`src/rtl/i2c_ctl_pkg.sv`:
```
package i2c_ctl_pkg;
    localparam int REG_W     = 16;
    localparam int BIT_EN    = 0;
    localparam int BIT_SRST  = 1;
    localparam int BIT_START = 2;
    localparam int BIT_STOP  = 3;
    localparam int BIT_NACK  = 4;
    localparam int BIT_MODE  = 5;
    localparam int USED_W    = BIT_MODE + 1;

    typedef enum logic {REQ_IDLE, REQ_PENDING} req_state_e;
    typedef enum logic [1:0] {STP_IDLE, STP_WAIT_DONE, STP_BUS_FREE} stop_state_e;
    typedef enum logic {SR_IDLE, SR_ACTIVE} srst_state_e;
endpackage

```
`src/rtl/i2c_ctl_req_bit.sv`:
```
module i2c_ctl_req_bit
    import i2c_ctl_pkg::*;
(
    input  logic clk,
    input  logic rst_n,
    input  logic set_i,
    input  logic done_i,
    input  logic clr_i,
    output logic pend_o
);
    req_state_e state_q, state_d;

    always_ff @(posedge clk or negedge rst_n) begin
        if (!rst_n) state_q <= REQ_IDLE;
        else        state_q <= state_d;
    end

    always_comb begin
        state_d = state_q;
        unique case (state_q)
            REQ_IDLE:    if (set_i && !clr_i) state_d = REQ_PENDING;
            REQ_PENDING: begin
                if (clr_i)                  state_d = REQ_IDLE;
                else if (done_i && !set_i)  state_d = REQ_IDLE;
            end
            default:     state_d = REQ_IDLE;
        endcase
    end

    always_comb begin
        pend_o = (state_q == REQ_PENDING);
    end


    req_done_clears_chk: assert property (@(posedge clk) disable iff (!rst_n)
        (pend_o && done_i && !set_i && !clr_i) |=> !pend_o);

    req_set_wins_chk: assert property (@(posedge clk) disable iff (!rst_n)
        (set_i && !clr_i) |=> pend_o);
endmodule

```
`src/rtl/i2c_ctl_stop_seq.sv`:
```
module i2c_ctl_stop_seq
    import i2c_ctl_pkg::*;
#(
    parameter int BUS_FREE_CYCLES = 50
) (
    input  logic clk,
    input  logic rst_n,
    input  logic set_i,
    input  logic done_i,
    input  logic clr_i,
    output logic busy_o,
    output logic stop_req_o
);
    localparam int CNT_W = $clog2(BUS_FREE_CYCLES + 1);
    localparam logic [CNT_W-1:0] CNT_LOAD = CNT_W'(BUS_FREE_CYCLES);
    localparam logic [CNT_W-1:0] CNT_ONE  = CNT_W'(1);

    stop_state_e      state_q, state_d;
    logic [CNT_W-1:0] cnt_q, cnt_d;

    always_ff @(posedge clk or negedge rst_n) begin
        if (!rst_n) begin
            state_q <= STP_IDLE;
            cnt_q   <= '0;
        end else begin
            state_q <= state_d;
            cnt_q   <= cnt_d;
        end
    end

    always_comb begin
        state_d = state_q;
        cnt_d   = cnt_q;
        unique case (state_q)
            STP_IDLE: begin
                if (set_i && !clr_i) state_d = STP_WAIT_DONE;
            end
            STP_WAIT_DONE: begin
                if (clr_i) begin
                    state_d = STP_IDLE;
                end else if (done_i) begin
                    state_d = STP_BUS_FREE;
                    cnt_d   = CNT_LOAD;
                end
            end
            STP_BUS_FREE: begin
                if (clr_i || cnt_q == CNT_ONE) begin
                    state_d = STP_IDLE;
                    cnt_d   = '0;
                end else begin
                    cnt_d = cnt_q - CNT_ONE;
                end
            end
            default: begin
                state_d = STP_IDLE;
                cnt_d   = '0;
            end
        endcase
    end

    always_comb begin
        busy_o     = (state_q != STP_IDLE);
        stop_req_o = (state_q == STP_WAIT_DONE);
    end


    stop_load_chk: assert property (@(posedge clk) disable iff (!rst_n)
        (state_q == STP_WAIT_DONE && done_i && !clr_i) |=>
            (state_q == STP_BUS_FREE && cnt_q == CNT_LOAD));

    bus_free_nonzero_chk: assert property (@(posedge clk) disable iff (!rst_n)
        (state_q == STP_BUS_FREE) |-> (cnt_q != '0));

    stop_req_drop_chk: assert property (@(posedge clk) disable iff (!rst_n)
        (stop_req_o && done_i && !clr_i) |=> (!stop_req_o && busy_o));
endmodule

```
`src/rtl/i2c_ctl_srst_seq.sv`:
```
module i2c_ctl_srst_seq
    import i2c_ctl_pkg::*;
#(
    parameter int SRST_CYCLES = 4
) (
    input  logic clk,
    input  logic rst_n,
    input  logic go_i,
    output logic busy_o,
    output logic irq_clr_o
);
    localparam int CNT_W = (SRST_CYCLES > 1) ? $clog2(SRST_CYCLES) : 1;
    localparam logic [CNT_W-1:0] CNT_LOAD = CNT_W'(SRST_CYCLES - 1);
    localparam logic [CNT_W-1:0] CNT_ONE  = CNT_W'(1);

    srst_state_e      state_q, state_d;
    logic [CNT_W-1:0] cnt_q, cnt_d;

    always_ff @(posedge clk or negedge rst_n) begin
        if (!rst_n) begin
            state_q <= SR_IDLE;
            cnt_q   <= '0;
        end else begin
            state_q <= state_d;
            cnt_q   <= cnt_d;
        end
    end

    always_comb begin
        state_d = state_q;
        cnt_d   = cnt_q;
        unique case (state_q)
            SR_IDLE: begin
                if (go_i) begin
                    state_d = SR_ACTIVE;
                    cnt_d   = CNT_LOAD;
                end
            end
            SR_ACTIVE: begin
                if (cnt_q == '0) state_d = SR_IDLE;
                else             cnt_d   = cnt_q - CNT_ONE;
            end
            default: state_d = SR_IDLE;
        endcase
    end

    always_comb begin
        busy_o    = (state_q == SR_ACTIVE);
        irq_clr_o = (state_q == SR_ACTIVE) && (cnt_q == CNT_LOAD);
    end


    srst_enter_chk: assert property (@(posedge clk) disable iff (!rst_n)
        (go_i && !busy_o) |=> (busy_o && irq_clr_o));

    srst_exit_chk: assert property (@(posedge clk) disable iff (!rst_n)
        (busy_o && cnt_q == '0) |=> !busy_o);

    irq_single_chk: assert property (@(posedge clk) disable iff (!rst_n)
        irq_clr_o |=> !irq_clr_o);
endmodule

```
`src/rtl/i2c_ctl_reg.sv`:
```
module i2c_ctl_reg
    import i2c_ctl_pkg::*;
#(
    parameter int BUS_FREE_CYCLES = 50,
    parameter int SRST_CYCLES     = 4
) (
    input  logic        clk,
    input  logic        rst_n,
    input  logic        wr_en,
    input  logic [15:0] wr_data,
    output logic [15:0] rd_data,
    input  logic        start_done,
    input  logic        stop_done,
    input  logic        nack_done,
    output logic        eng_clk_en,
    output logic        eng_master,
    output logic        start_req,
    output logic        stop_req,
    output logic        nack_req,
    output logic        eng_srst,
    output logic        irq_flag_clr
);
    logic en_q, mode_q;
    logic srst_busy, srst_go, cmd_clr;
    logic start_set, stop_set, nack_set;
    logic start_pend, stop_busy, nack_pend;

    always_ff @(posedge clk or negedge rst_n) begin
        if (!rst_n) begin
            en_q   <= 1'b0;
            mode_q <= 1'b0;
        end else if (wr_en) begin
            en_q   <= wr_data[BIT_EN];
            mode_q <= wr_data[BIT_MODE];
        end
    end

    always_comb begin
        srst_go   = wr_en && wr_data[BIT_SRST] && !srst_busy;
        cmd_clr   = srst_go || srst_busy;
        start_set = wr_en && wr_data[BIT_START] && mode_q;
        stop_set  = wr_en && wr_data[BIT_STOP]  && mode_q;
        nack_set  = wr_en && wr_data[BIT_NACK];
    end

    i2c_ctl_req_bit u_start (
        .clk(clk), .rst_n(rst_n), .set_i(start_set), .done_i(start_done),
        .clr_i(cmd_clr), .pend_o(start_pend)
    );

    i2c_ctl_req_bit u_nack (
        .clk(clk), .rst_n(rst_n), .set_i(nack_set), .done_i(nack_done),
        .clr_i(cmd_clr), .pend_o(nack_pend)
    );

    i2c_ctl_stop_seq #(.BUS_FREE_CYCLES(BUS_FREE_CYCLES)) u_stop (
        .clk(clk), .rst_n(rst_n), .set_i(stop_set), .done_i(stop_done),
        .clr_i(cmd_clr), .busy_o(stop_busy), .stop_req_o(stop_req)
    );

    i2c_ctl_srst_seq #(.SRST_CYCLES(SRST_CYCLES)) u_srst (
        .clk(clk), .rst_n(rst_n), .go_i(srst_go),
        .busy_o(srst_busy), .irq_clr_o(irq_flag_clr)
    );

    always_comb begin
        rd_data              = '0;
        rd_data[BIT_EN]      = en_q;
        rd_data[BIT_SRST]    = srst_busy;
        rd_data[BIT_START]   = start_pend;
        rd_data[BIT_STOP]    = stop_busy;
        rd_data[BIT_NACK]    = nack_pend;
        rd_data[BIT_MODE]    = mode_q;
        eng_clk_en           = en_q;
        eng_master           = mode_q;
        start_req            = start_pend;
        nack_req             = nack_pend;
        eng_srst             = srst_busy;
    end


    srst_quiet_chk: assert property (@(posedge clk) disable iff (!rst_n)
        srst_busy |-> (!start_req && !stop_req && !nack_req));

    srst_keeps_cfg_chk: assert property (@(posedge clk) disable iff (!rst_n)
        (srst_busy && !wr_en) |=> ($stable(eng_clk_en) && $stable(eng_master)));

    slave_start_chk: assert property (@(posedge clk) disable iff (!rst_n)
        (wr_en && wr_data[BIT_START] && !eng_master && !start_req) |=> !start_req);

    reserved_zero_chk: assert property (@(posedge clk) disable iff (!rst_n)
        wr_en |=> (rd_data[REG_W-1:USED_W] == '0));
endmodule

```
`config.mk`:
```
export PLATFORM = sky130hd
export DESIGN_NAME = i2c_ctl_reg
export DESIGN_NICKNAME = d
export VERILOG_FILES = /design/src/rtl/i2c_ctl_pkg.sv /design/src/rtl/i2c_ctl_req_bit.sv /design/src/rtl/i2c_ctl_stop_seq.sv /design/src/rtl/i2c_ctl_srst_seq.sv /design/src/rtl/i2c_ctl_reg.sv
export SDC_FILE = /design/constraint.sdc
export NUM_CORES = 1
export LEC_CHECK = 0
export BUFFER_PORTS_ARGS = -buffer_cell sky130_fd_sc_hd__buf_2
export CORE_MARGIN = 1
export CORE_UTILIZATION = 33
export CTS_BUF_LIST = sky130_fd_sc_hd__clkbuf_4
export CTS_CLUSTER_DIAMETER = 200
export CTS_CLUSTER_SIZE = 14
export DETAILED_ROUTE_END_ITERATION = 8
export PLACE_DENSITY = 0.64
export SLEW_MARGIN = 30
export SYNTH_ARGS = -nofsm -noshare
export SYNTH_HDL_FRONTEND = slang
export SYNTH_SLANG_ARGS = --single-unit
```
`constraint.sdc`:
```
create_clock -name clk -period 1.8 [get_ports clk]
set_input_delay 0.27 -clock clk [delete_from_list [all_inputs] [get_ports clk]]
set_output_delay 0.27 -clock clk [all_outputs]
set_load 0.03 [all_outputs]
```
==> results.ini, run 1 <==
[cts]
cts_tree=yes
htreeDepth=1
insertion_delay_ps=290
cts_buffer_depth=2
clk_pin_slew_ps=100
cts_inserted_buffers=3
root_buffer=clkbuf_4
clock-sinks=15
cts_setup_buffers=0

[final_layout]
design_area_sq_um=1140
fin_nets=157
syn_to_final_growth_pct=12.5
final_cell_mix=buf_2 (24), dfrtp_1 (15), conb_1 (10), inv_1 (8), ha_1 (8)
layout_commonest_cell=buf_2
utilization_pct=40.2
antennaDiodeCount=0
final_cells=157
drive_gt1_share_pct=31.7

[setup_path]
path_delay_family=flip-flops
arrival_ps=1900
end_kind=register
path_max_fanout=6
crit_path_top_delay_cell=dfrtp_1
worstPathBufferInverterCount=0
required_ps=1990
crit_chain=or3_4 -> o211ai_4 -> o211ai_2 -> mux2_4
startpoint_type=register
cpPeakStageDelay_ps=440
crit_type=reg -> reg

[global_route]
antenna_found_initial=0
grtUsageTotal_pct=12.5
grt_max_degree=16
grt_first_pass_wirelength_microns=3110
grt_pass1_vias=718
grt-ovfl-total=0

[logic_synthesis]
synth_seq_cells=15
yosys-top-cells-area=dfrtp_1 (37%), buf_4 (12%), ha_1 (9.9%)
synth_edf_count=0
yosysWarnings=0
synth_cell_types=34
syn_inst=103
synth_top_area_share_pct=37.1
syn_avg_cell_area_sq_um=9.83
ys.flop_type=dfrtp_1
async_reset_ff_share_pct=100
yosysSeqAreaShare_pct=37.1
syn_area_sq_um=1010
synth.largest_area_cell=dfrtp_1

[floorplanning]
coreArea_sq_um=2830
die_h_microns=57.4
die-area_sq_um=3290
io_pins=45
initial_utilization_pct=35.8
num_rows=19
die_x_microns=57.4

[pwr]
total_leakage_power_nw=0.568
power_mw=1.82
ir_drop_v=0.000647
pwr_density_cell_nw_per_um2=1600

[sta]
post-route-min-period_ps=1710
fmax_ghz=0.584
finClkSkew_ps=1.07
rsz0062_at_grt=yes
holdWs_ps=207
slew_violations=0
tns_ps=0
setup_ws_ps=87.6
hold_viol=0
post-route-period-util_pct=95.1
setup_viol=0

[route]
final_antenna_net_count=0
vias=768
drt_wl_total_microns=2010
drtIter0Drc=36
drc_errors=5
drt_first_pass_iters=6
viasPerCell=4.89
wl_per_cell_microns=12.8

[placement]
dpl.cell_count=152
dp_worst_setup_slack_ps=109
routabilityCongestion=0.873
placement.io_buffers=24
placed_area_sq_um=1090
place_hpwl_microns=1540

[status]
violations=design-rule violations
status=complete, but fails checks

[hold_path]
hold_class=in -> reg

[run]
drv_cap=0

-- synthesized netlist by cell type, types with 2 or more instances --
library cell / number
buf_4: 16
dfrtp_1: 15
ha_1: 8
inv_1: 8
nor2_1: 7
a21oi_1: 4
a31oi_1: 4
mux2_2: 3
nand2_1: 3
nand2b_1: 3
nor3_1: 3
o21ai_0: 3
a22o_1: 2
and2_1: 2
nor3b_1: 2
o2bb2ai_1: 2
-- final timing paths --
kind                                 start                 to  slack [ps]  cells after the start
setup / recovery           u_stop.cnt_q[3]  u_stop.state_q[0]          90                      4
min in group asynchronous            rst_n      u_srst.busy_o         410                      2
hold reg to reg            u_srst.cnt_q[0]    u_srst.cnt_q[0]         500                      1
setup reg to reg           u_stop.cnt_q[3]  u_stop.state_q[0]          90                      4
hold / removal                  wr_data[0]         eng_clk_en         210                      2
max in group asynchronous            rst_n  u_stop.state_q[0]        1130                      2
-- report_power, final --
group	internal [mW]	switching (mW)
clock network	0.0827	0.120
registers	0.438	0.0940
logic	0.427	0.663
-- cell type report --
cell class              instances  area [sq um]
inverters                       8          30.0
multi-input cells              72           522
fillers                       291          1690
clock inverters                 1          5.00
well taps                      31          38.8
flip-flops and latches         15           375
clock buffers                   3          22.5
repair buffers                 27           145
-- layer usage --
layer / global-route usage [%] / routed length, microns / up-vias
li1: - / - / 383
met1: 15.6 / 902 / 350
met2: 19.8 / 926 / 31
met3: 4.76 / 138 / 4
met4: 4.53 / 38 / 0
met5: 0 / 0 / -
-- flip-flops by register name (all words and copies together), names as in the netlist --
signal / flops
u_nack.pend_o: 1
u_stop.cnt_q: 6
u_srst.busy_o: 1
eng_clk_en: 1
eng_master: 1
u_stop.state_q: 2
u_start.pend_o: 1
u_srst.cnt_q: 2
-- what timing repair did --
action                     4_1_cts  5_1_grt
gates resized for setup          0        1
hold buffers                     1        0
hold endpoints to repair        15        0
setup endpoints to repair        0        2
-- cells by family (layout without fill, tap and decap cells) --
group,after synthesis,count (layout),share of synthesized area [%]
AO/OA/AOI/OAI,26,26,19.9
buffers and inverters,25,39,15.3
AND/OR/NAND/NOR,24,24,12.6
flip-flops,15,15,37.1
adder cells (fa/ha/maj),8,8,9.89
multiplexers,4,4,4.82
other,1,10,0.370
No activity file was read; power rests on OpenSTA's default activity.
==> run 2: changes to the inputs <==
ABC_AREA = 1   (was unset)
==> results.ini, run 2 <==
[placement]
dp_worst_setup_slack_ps=422
routabilityCongestion=0.787
placed_area_sq_um=1160
dpl.cell_count=192
placement.io_buffers=24
place_hpwl_microns=1470

[pwr]
pwr-share-seq_pct=28.7
p_switching_mw=0.947
pwr-share-comb_pct=60.0
power_mw=1.85
total_leakage_power_nw=0.663
ir_drop_v=0.000696
p_clk_share_pct=11.3
internal_power_mw=0.898
pwr_density_cell_nw_per_um2=1540
p_sw_share_pct=51.3

[final_layout]
reg_top3=u_stop.cnt_q x6, u_srst.cnt_q x2, u_stop.state_q x2
final_cell_mix=nand2_1 (31), buf_2 (24), inv_1 (18), dfrtp_1 (15), conb_1 (10)
syn_to_final_growth_pct=12.1
layout_commonest_cell=nand2_1
utilization_pct=39.2
final_cells=197
largest_reg_flops=6
design_area_sq_um=1200
top_register=u_stop.cnt_q
drive_gt1_share_pct=28.8
antennaDiodeCount=0
fin_nets=184

[floorplanning]
io_pins=45
die_h_microns=58.9
num_rows=20
die-area_sq_um=3470
die_x_microns=58.9
initial_utilization_pct=35.0
coreArea_sq_um=3050

[global_route]
grt_pass1_vias=774
antenna_found_initial=0
grt_use_met1_pct=14.7
grt_first_pass_wirelength_microns=3230
use_met3_pct=1.32
grt_max_degree=16
top_usage_layer=met2
grtUsageTotal_pct=12.5
use_met2_pct=21.9
grt-ovfl-total=0

[route]
drc_errors=0
drtIter0Drc=11
wl_per_cell_microns=9.29
drt_first_pass_iters=4
drt_wl_total_microns=1830
viasPerCell=4.15
final_antenna_net_count=0
vias=818

[sta]
holdWs_ps=210
slew_violations=0
post-route-min-period_ps=1560
setup_viol=0
hold_viol=0
tns_ps=0
rsz0062_at_grt=no
finClkSkew_ps=1.78
fmax_ghz=0.642
post-route-period-util_pct=86.5
setup_ws_ps=244

[logic_synthesis]
synth_seq_cells=15
syn_inst=131
yosys-top-cells-area=dfrtp_1 (35%), buf_4 (11%), nand2_1 (11%)
syn_area_sq_um=1070
synth_cell_types=22
synth_edf_count=0
synth_simple_gate_area_share_pct=25.2
syn_avg_cell_area_sq_um=8.16
synthTopCellsByCount=nand2_1 (31), inv_1 (18), buf_4 (16)
synth_top_area_share_pct=35.1
synth_compound_area_share_pct=7.61
yosysSeqAreaShare_pct=35.1
ys.flop_type=dfrtp_1
yosysMostFrequentCell=nand2_1
yosysWarnings=0
synthAdderAreaFrac_pct=9.37
synth_xor_area_share_pct=1.64
async_reset_ff_share_pct=100
synth_mux_area_share_pct=2.11
synth_top_family_by_area=simple AND/OR/NAND/NOR gates
synth.largest_area_cell=dfrtp_1

[cts]
cts_hold_buf=1
cts_inserted_buffers=3
root_buffer=clkbuf_4
insertion_delay_ps=280
clock-sinks=15
post_cts_resized=0
cts_buffer_depth=2
htreeDepth=1
clk_pin_slew_ps=90
cts_setup_buffers=0
cts_tree=yes

[setup_path]
end_kind=output port
crit_type=reg -> out
rr_worst_depth=8
startpoint_type=register
path_max_fanout=3
required_ps=1530
arrival_ps=1290

[hold_path]
hold_depth=4
hold_class=in -> reg

[status]
status=complete, no violations

[run]
drv_cap=0

[run 2: changes by cell type in the layout (fill, tap and decap cells not counted), sizes merged, moves of 3 or more]
cell    change
nand2      +31
nor2        +3
nor3        -3
nand2b      -3
o21ai       +3
a31oi       -4
nand3       +6
nand4       +3
inv        +13
[run 2: logic make-up (layout without fill, tap and decap cells)]
family,count (synthesis),count (layout)
muxes,2,2
buffers and inverters,37,50
AOI/OAI and AO/OA,12,12
other,1,10
adders and majority gates,8,8
and+or+nand+nor,54,54
DFF,15,15
xor gates and xnor gates,2,2
[run 2: worst max-delay path, stage by stage, from the launching register on]
cell and delay, ps:
dfrtp_1 390, inv_1 90, ha_1 200, inv_1 110, buf_2 210
[run 2: final timing paths]
check,endpoint,slack (ps),start
worst min-delay path,u_nack.pend_o,210,nack_done
min in group asynchronous,u_srst.cnt_q[0],420,rst_n
max in group asynchronous,u_stop.cnt_q[0],1120,rst_n
worst max-delay path,rd_data[3],240,u_stop.state_q[1]
worst min register to register,u_srst.cnt_q[0],510,u_srst.cnt_q[0]
worst max register to register,u_stop.state_q[0],400,u_stop.state_q[1]
[run 2: final cells by class]
type	instances	area, sq um
fillers	339	1860
multi-input cells	88	528
flip-flops and latches	15	375
repair buffers	25	130
inverters	21	78.8
well taps	44	55.1
clock buffers	4	30.0
[run 2: power groups by stage]
stage,Sequential [mW],Clock (mW),Combinational (mW)
after global routing,0.544,0.228,1.24
after CTS,0.530,0.220,1.12
after global placement,0.532,0,1.09
final,0.529,0.209,1.11
after detailed placement,0.537,0,1.11
after floorplan,0.563,0,0.907
[run 2: layer usage]
metal,wire (microns),vias up
met5,0,-
met4,37,0
met3,64,4
met2,889,23
met1,839,366
li1,-,425
